$ cat src/rtl/blk_guard_pkg.sv
package blk_guard_pkg;
    typedef enum logic [1:0] {
        CMD_NONE   = 2'b00,
        CMD_LOCK   = 2'b01,
        CMD_UNLOCK = 2'b10,
        CMD_DOWN   = 2'b11
    } prot_cmd_e;

    typedef enum logic {
        GATE_IDLE = 1'b0,
        GATE_RUN  = 1'b1
    } gate_st_e;
endpackage

$ cat src/rtl/blk_lock_array.sv
module blk_lock_array
    import blk_guard_pkg::*;
#(
    parameter int NUM_BLOCKS = 128,
    parameter int IDX_W      = $clog2(NUM_BLOCKS)
) (
    input  logic             clk,
    input  logic             rst_n,
    input  prot_cmd_e        cmd_op,
    input  logic [IDX_W-1:0] cmd_idx,
    input  logic             wp_pin,
    input  logic [IDX_W-1:0] chk_idx,
    input  logic [IDX_W-1:0] qry_idx,
    output logic             chk_locked,
    output logic             qry_lock,
    output logic             qry_down
);
    logic [NUM_BLOCKS-1:0] lock_q;
    logic [NUM_BLOCKS-1:0] down_q;

    for (genvar i = 0; i < NUM_BLOCKS; i++) begin : g_blk
        logic lk, dn;
        logic hit, frozen;
        assign hit    = (32'(cmd_idx) == i);
        assign frozen = dn & ~wp_pin;

        always_ff @(posedge clk or negedge rst_n) begin
            if (!rst_n) begin
                lk <= 1'b1;
                dn <= 1'b0;
            end else if (hit) begin
                unique case (cmd_op)
                    CMD_LOCK:   if (!frozen) lk <= 1'b1;
                    CMD_UNLOCK: if (!frozen) lk <= 1'b0;
                    CMD_DOWN: begin
                        lk <= 1'b1;
                        dn <= 1'b1;
                    end
                    default: ;
                endcase
            end
        end

        assign lock_q[i] = lk;
        assign down_q[i] = dn;
    end

    assign chk_locked = (32'(chk_idx) < NUM_BLOCKS) ? lock_q[chk_idx] : 1'b1;

    always_ff @(posedge clk or negedge rst_n) begin
        if (!rst_n) begin
            qry_lock <= 1'b1;
            qry_down <= 1'b0;
        end else if (32'(qry_idx) < NUM_BLOCKS) begin
            qry_lock <= lock_q[qry_idx];
            qry_down <= down_q[qry_idx];
        end else begin
            qry_lock <= 1'b1;
            qry_down <= 1'b0;
        end
    end

    // lock-down bits never fall outside reset
    assert_down_sticky_R3: assert property (@(posedge clk) disable iff (!rst_n)
        (($past(down_q) & ~down_q) == '0));

    // lock-down command sets both bits of its block
    assert_down_sets_both_R3: assert property (@(posedge clk) disable iff (!rst_n)
        (cmd_op == CMD_DOWN) |=> (lock_q[$past(cmd_idx)] && down_q[$past(cmd_idx)]));

    // protected block keeps its lock bit
    assert_frozen_hold_R4: assert property (@(posedge clk) disable iff (!rst_n)
        ((cmd_op == CMD_LOCK || cmd_op == CMD_UNLOCK) && down_q[cmd_idx] && !wp_pin)
        |=> (lock_q[$past(cmd_idx)] == $past(lock_q[cmd_idx])));
endmodule

$ cat src/rtl/blk_op_gate.sv
module blk_op_gate
    import blk_guard_pkg::*;
(
    input  logic clk,
    input  logic rst_n,
    input  logic op_start,
    input  logic vpp_lockout,
    input  logic blk_locked,
    input  logic op_done,
    input  logic clr_err,
    output logic grant_valid,
    output logic grant_ok,
    output logic prot_err,
    output logic op_active
);
    gate_st_e st_q, st_d;
    logic req, allow;

    assign req   = (st_q == GATE_IDLE) && op_start;
    assign allow = !vpp_lockout && !blk_locked;

    always_comb begin
        st_d = st_q;
        unique case (st_q)
            GATE_IDLE: if (req && allow) st_d = GATE_RUN;
            GATE_RUN:  if (op_done)      st_d = GATE_IDLE;
            default:                     st_d = GATE_IDLE;
        endcase
    end

    always_ff @(posedge clk or negedge rst_n) begin
        if (!rst_n) st_q <= GATE_IDLE;
        else        st_q <= st_d;
    end

    always_ff @(posedge clk or negedge rst_n) begin
        if (!rst_n) begin
            grant_valid <= 1'b0;
            grant_ok    <= 1'b0;
            prot_err    <= 1'b0;
        end else begin
            grant_valid <= req;
            grant_ok    <= req && allow;
            if (req && !allow) prot_err <= 1'b1;
            else if (clr_err)  prot_err <= 1'b0;
        end
    end

    assign op_active = (st_q == GATE_RUN);

    // a start in IDLE always yields a decision
    assert_start_decides_R6: assert property (@(posedge clk) disable iff (!rst_n)
        (st_q == GATE_IDLE && op_start) |=> grant_valid);

    // lockout at start forces denial
    assert_lockout_denies_R7: assert property (@(posedge clk) disable iff (!rst_n)
        (st_q == GATE_IDLE && op_start && vpp_lockout) |=> (!grant_ok && prot_err));

    // locked target is denied and flagged
    assert_locked_denies_R8: assert property (@(posedge clk) disable iff (!rst_n)
        (st_q == GATE_IDLE && op_start && blk_locked) |=> (!grant_ok && prot_err));

    // error flag is sticky until cleared
    assert_err_sticky_R8: assert property (@(posedge clk) disable iff (!rst_n)
        (prot_err && !clr_err) |=> prot_err);

    // running operation ends only on op_done
    assert_run_holds_R9: assert property (@(posedge clk) disable iff (!rst_n)
        (st_q == GATE_RUN && !op_done) |=> (st_q == GATE_RUN));

    // no decision while running
    assert_no_grant_in_run_R9: assert property (@(posedge clk) disable iff (!rst_n)
        (st_q == GATE_RUN) |=> !grant_valid);
endmodule

$ cat src/rtl/blk_guard.sv
module blk_guard
    import blk_guard_pkg::*;
#(
    parameter int NUM_BLOCKS = 128,
    parameter int IDX_W      = $clog2(NUM_BLOCKS)
) (
    input  logic             clk,
    input  logic             rst_n,
    input  logic [1:0]       cmd_op,
    input  logic [IDX_W-1:0] cmd_idx,
    input  logic             wp_pin,
    input  logic             vpp_lockout,
    input  logic             op_start,
    input  logic [IDX_W-1:0] op_idx,
    input  logic             op_done,
    input  logic             clr_err,
    input  logic [IDX_W-1:0] qry_idx,
    output logic             grant_valid,
    output logic             grant_ok,
    output logic             prot_err,
    output logic             op_active,
    output logic             qry_lock,
    output logic             qry_down
);
    logic tgt_locked;

    blk_lock_array #(.NUM_BLOCKS(NUM_BLOCKS), .IDX_W(IDX_W)) u_array (
        .clk        (clk),
        .rst_n      (rst_n),
        .cmd_op     (prot_cmd_e'(cmd_op)),
        .cmd_idx    (cmd_idx),
        .wp_pin     (wp_pin),
        .chk_idx    (op_idx),
        .qry_idx    (qry_idx),
        .chk_locked (tgt_locked),
        .qry_lock   (qry_lock),
        .qry_down   (qry_down)
    );

    blk_op_gate u_gate (
        .clk         (clk),
        .rst_n       (rst_n),
        .op_start    (op_start),
        .vpp_lockout (vpp_lockout),
        .blk_locked  (tgt_locked),
        .op_done     (op_done),
        .clr_err     (clr_err),
        .grant_valid (grant_valid),
        .grant_ok    (grant_ok),
        .prot_err    (prot_err),
        .op_active   (op_active)
    );
endmodule

$ cat config.mk
export PLATFORM = sky130hd
export DESIGN_NAME = blk_guard
export DESIGN_NICKNAME = d
export VERILOG_FILES = /design/src/rtl/blk_guard_pkg.sv /design/src/rtl/blk_lock_array.sv /design/src/rtl/blk_op_gate.sv /design/src/rtl/blk_guard.sv
export SDC_FILE = /design/constraint.sdc
export NUM_CORES = 1
export LEC_CHECK = 0
export CAP_MARGIN = 20
export CORE_UTILIZATION = 30
export CTS_BUF_LIST = sky130_fd_sc_hd__clkbuf_4
export DETAILED_ROUTE_END_ITERATION = 7
export DONT_BUFFER_PORTS = 1
export PLACE_DENSITY = 0.52
export SLEW_MARGIN = 20
export SYNTH_ARGS = -nofsm -noshare
export SYNTH_HDL_FRONTEND = slang
export SYNTH_SLANG_ARGS = --single-unit
$ cat constraint.sdc
create_clock -name clk -period 5.5 [get_ports clk]
set_input_delay 0.275 -clock clk [delete_from_list [all_inputs] [get_ports clk]]
set_output_delay 0.275 -clock clk [all_outputs]
set_load 0.01 [all_outputs]
---- Word-level counts from Yosys, hierarchy flattened ----
Cells that the tools add are included.
storage, ports and cells
  flip-flop bits (word level) ............. 262
  bits in latches ......................... 0
  RAM bits ................................ 0
  memory bits (read-only) ................. 0
  bits of input ports ..................... 30
  memories ................................ 0
operators by class
  $add $sub $neg .......................... 0
  multipliers ............................. 0
  div/mod/pow operators ................... 0
  order comparisons ....................... 2
  equality and inequality tests ........... 386
  shifts and indexed selects .............. 0
  muxes and demuxes ....................... 395
  bitwise operators ....................... 130
  reductions and logical operators ........ 266
operators by type and width
  operator                                                    count
  inequality test 2 bit, second input constant                256
  AND reduction 4 bit                                         128
  equality test 7 bit, second input constant                  64
  case mux 1 bit (3 select lines)                             128
  2-to-1 mux 1 bit                                            263
  AND reduction 2 bit                                         128
  equality test 7 x 6 -> 1 bit, second input constant         32
  bitwise AND 1 bit                                           128
  equality test 7 x 5 -> 1 bit, second input constant         16
  equality test 7 x 4 -> 1 bit, second input constant         8
  equality test 7 x 3 -> 1 bit, second input constant         4
  binary-select mux 1 bit (select 7 bit)                      3
  less-than comparator 7 x 8 -> 1 bit, second input constant  2
  equality test 7 x 2 -> 1 bit, second input constant         2
  equality test 7 x 1 -> 1 bit, second input constant         1
  logical NOT 7 bit                                           1
  equality test 2 bit, second input constant                  2
  logical AND 1 bit                                           4
  logical NOT 1 bit                                           3
  nonzero test 3 bit                                          1
  equality test 2 x 1 -> 1 bit, second input constant         1
  NOT 1 bit                                                   2
  case mux 1 bit (2 select lines)                             1
  nonzero test 2 bit                                          1

---- Depth between registers and ports, before layout ----
  word-level depth ........................ 7
  gate-level depth with buffers ........... 11
  gate-level depth less buffers ........... 7

---- Hierarchy ----
A second synthesis with hierarchy kept.
second synthesis, totals
  cells, all modules ...................... 1,602
  area total of the unflattened synthesis .. 15,600.0 um^2
by module, submodules not included
  module          times used  cells each  area each (um^2)  seq. area each (um^2)
  blk_lock_array  1           1,590       15,443.6          6,617.6
  blk_op_gate     1           12          156.4             100.1

---- Worst setup path after synthesis ----
OpenSTA, ideal clock, no wires.
  path kind ............................... in2reg
  from .................................... input port qry_idx[1]
  to ...................................... register u_array.qry_down
  data arrival time ....................... 2,502 ps
  required time ........................... 5,375 ps
  slack ................................... 2,874 ps
  stages on the path ...................... 6
  cell sequence ........................... clkbuf_1 -> buf_1 -> mux4_2 -> mux4_2 -> mux4_2 -> mux2_2
between the ends
  longest elaborated chain between the ends .. 2
RTL lines
  item                                    line                  RTL
  from (decl)                             blk_guard.sv:17       input logic [IDX_W-1:0] qry_idx,
  binary-select mux 1 bit (select 7 bit)  blk_lock_array.sv:56  qry_down <= down_q[qry_idx];
  2-to-1 mux 1 bit (not written as such)  blk_lock_array.sv:56
  to (signal assigned)                    blk_lock_array.sv:56
  to (decl)                               blk_lock_array.sv:16  output logic qry_down
Every way passes these cells. The select of a mux whose other input is x is not followed.
A chain may end at the register's enable or synchronous reset.

---- Worst setup path after layout ----
  from .................................... register u_array.g_blk[32].lk
  to ...................................... register u_array.qry_lock
between the ends
  longest elaborated chain between the ends .. 2
RTL lines
  item                                    line                  RTL
  from (decl)                             blk_lock_array.sv:22  logic lk, dn;
  from (signal assigned)                  blk_lock_array.sv:29  lk <= 1'b1;
  from (signal assigned)                  blk_lock_array.sv:33  CMD_LOCK: if (!frozen) lk <= 1'b1;
  from (signal assigned)                  blk_lock_array.sv:34  CMD_UNLOCK: if (!frozen) lk <= 1'b0;
  binary-select mux 1 bit (select 7 bit)  blk_lock_array.sv:55  qry_lock <= lock_q[qry_idx];
  2-to-1 mux 1 bit (not written as such)  blk_lock_array.sv:55
  to (signal assigned)                    blk_lock_array.sv:55
  to (decl)                               blk_lock_array.sv:15  output logic qry_lock,
Every way passes these cells. The select of a mux whose other input is x is not followed.

==> metrics <==
post-synthesis register bit count=262; Port Buffers=0; FFs w/ async S/R, synth=100%; placed inst area=0.0160 sq mm; max incr delay on CP=590 ps; Initial Util=30.6%; routability cong.=0.823; CP Class=reg -> reg; WL/cell=23.3 um; crit path DAT=4040 ps; initial antenna violation count=3; CTS Root Cell=clkbuf_4; WP data required=6150 ps; drt initial violations=1444; mapped cell area=0.0154 sq mm; Fin Hold WS=-727 ps; post-detail-place hpwl=28900 um; chip width=229 um; fin crit share=61.7%; RSZ-0062 raised after global routing=false; most frequent CP cell=mux4_2; layout cell share with drive strength beyond 1=25.8%; row cnt=82; main flop type after synthesis=dfrtp_1; Ports=36; Post CTS Setup Buffer Count=0; Chip Height=229 um; Die ar.=0.0524 sq mm; vias per inst=5.75; post-synth top area share=21.9%; # DRC=0; clock-pin slew on the worst setup and hold paths=60 ps; Area growth, synth to finish=12.1%; worst reg2reg endpoint=u_array.qry_lock; min-delay worst type=in -> async; max-cap viol count=0; R2R depth=6; Synth Net Count=1600; core area=0.0505 sq mm; post-route ant nets=0; outcome=finished, violations left; slowest cell on the critical path=dlygate4sd3_1; post-synthesis sequential area ratio=43.5%; LEAKAGE=7.27 nW; Hold Vio Cnt, Final=262; skew final=39.0 ps; NumNets Final=1578; cell area power density=266 mW/mm^2; Fin Setup TNS=0 ps; number of synthesized flops with an enable pin=0; Tot Pwr=0.00461 W; Final Instance Area=0.0173 sq mm; Tmin final=3390 ps; area leader, netlist=dfstp_2; most frequent cells after synthesis=144 x nand2_1, 141 x nor2_1, 134 x nand2b_1; Slew HR=29.3%; count leader, synth=nand2_1; Worst path depth=6; synth top area cells=dfstp_2 22%, dfrtp_1 22%, mux4_2 14%; Final Max Tran Viols=0; drt total wl=53200 um; Mapped Avg Cell Area=9.84 sq um; H-tree depth=3; total track usage=20.4%; First-pass DRT Iterations=7; Critical Path End Type=flip-flop; FMAX=0.295 GHz; CTS Buf Count=79; Synth cell types=33; CTS resizes=0; hold_buf cts=26; CTS tree=built; clock latency at the later pin of the worst-skew pair=740 ps; crit start category=flip-flop; vias in the first global route=12659; actual slew at the worst max-slew pin=1060 ps; worst-path maximum fanout=4; maximum clock insertion buffer count=3; CP cell instances=mux4_2, mux4_2, mux4_2, dlygate4sd3_1, mux2_2, dlygate4sd3_1; Via Count=13137; grt total ovfl=0; reg2reg setup slack=2110 ps; maximum VDD drop=0.0897 mV; clock sink total=262; CP bufs+invs=2; failing checks=negative hold slack; Post-Synthesis Cells=1570; first-pass GRT wire length=82000 um; Critical R2R Launch=u_array.g_blk[32].lk; largest net degree at the start of global routing=263; yosys warns=0; CP top delay family=multiplexers; endpoints failing setup=0
==> worst max path at each step <==
stage / slack, ps / endpoint / start
finish: 2110 / u_array.qry_lock / u_array.g_blk[32].lk
global route: 2060 / u_array.qry_lock / u_array.g_blk[35].lk
CTS: 2090 / u_array.qry_lock / u_array.g_blk[35].lk
detailed placement: 2910 / u_gate.op_active / op_idx[0]
global placement: 2760 / u_gate.grant_ok / op_idx[3]
floorplan: 2870 / u_array.qry_down / qry_idx[1]
==> state kept, by name, indices dropped and copies added (netlist names) <==
signal / cells
u_array.qry_down: 1
u_gate.grant_valid: 1
u_array.g_blk.dn: 128
u_gate.op_active: 1
u_gate.grant_ok: 1
u_gate.prot_err: 1
u_array.g_blk.lk: 128
u_array.qry_lock: 1
==> layout make-up <==
cell class	instances	area [sq um]
clock inverters	9	60.1
inverters	3	11.3
flip-flops and latches	262	6720
diodes	2	5.00
multi-input cells	1152	8190
well taps	672	841
clock buffers	133	998
fillers	5153	33200
repair buffers	50	488
==> routing by layer <==
metal	wire, um	track usage, %	part of all wire [%]
met5	13	0	0.024
met4	1250	7.15	2.4
met3	3490	4.13	6.6
met2	25400	32.4	48
met1	23000	27.7	43
==> stage by stage <==
step                utilization [%]  cells  setup slack [ps]  hold slack [ps]
floorplan                         -   1570              2870            -20.6
global placement               31.6   2113              2760            0.319
detailed placement             31.6   2113              2910            -1.57
CTS                            34.3   2281              2090             -826
global route                   34.3   2283              2060             -809
finish                         34.3   2283              2110             -727
==> where the power goes <==
part	switching, W	internal (W)	total, W
registers	0.0000975	0.00203	0.00213
logic	0.000235	0.000218	0.000453
clock network	0.000909	0.00112	0.00203
total	0.00124	0.00337	0.00461
==> logic make-up (layout without fill, tap and decap cells) <==
group / after synthesis / after routing / synth area share, %
AO/OA/AOI/OAI: 423 / 423 / 17.4
buffers and inverters: 156 / 195 / 4.04
flip-flops: 262 / 262 / 43.5
multiplexers: 137 / 137 / 16.9
other: 0 / 2 / 0
AND/OR/NAND/NOR: 592 / 592 / 18.3
==> placed cells by master (no fill, tap or decap), types with 6 or more instances in the layout <==
| cell | instances |
|---|---|
| buf_4 | 23 |
| dlygate4sd3_1 | 24 |
| nand3_1 | 129 |
| and2_1 | 6 |
| a21oi_1 | 132 |
| nand2_1 | 144 |
| a22oi_1 | 20 |
| nor3_2 | 7 |
| dfrtp_1 | 133 |
| a31oi_1 | 124 |
| nor2b_1 | 6 |
| mux2i_1 | 34 |
| dfstp_2 | 129 |
| a21o_1 | 128 |
| clkinv_1 | 7 |
| nor2_2 | 9 |
| clkbuf_4 | 133 |
| nor2_1 | 131 |
| nand2b_1 | 134 |
| and3_1 | 9 |
| mux4_2 | 98 |
| o21ai_0 | 6 |
No activity file was read; power rests on OpenSTA's default activity.
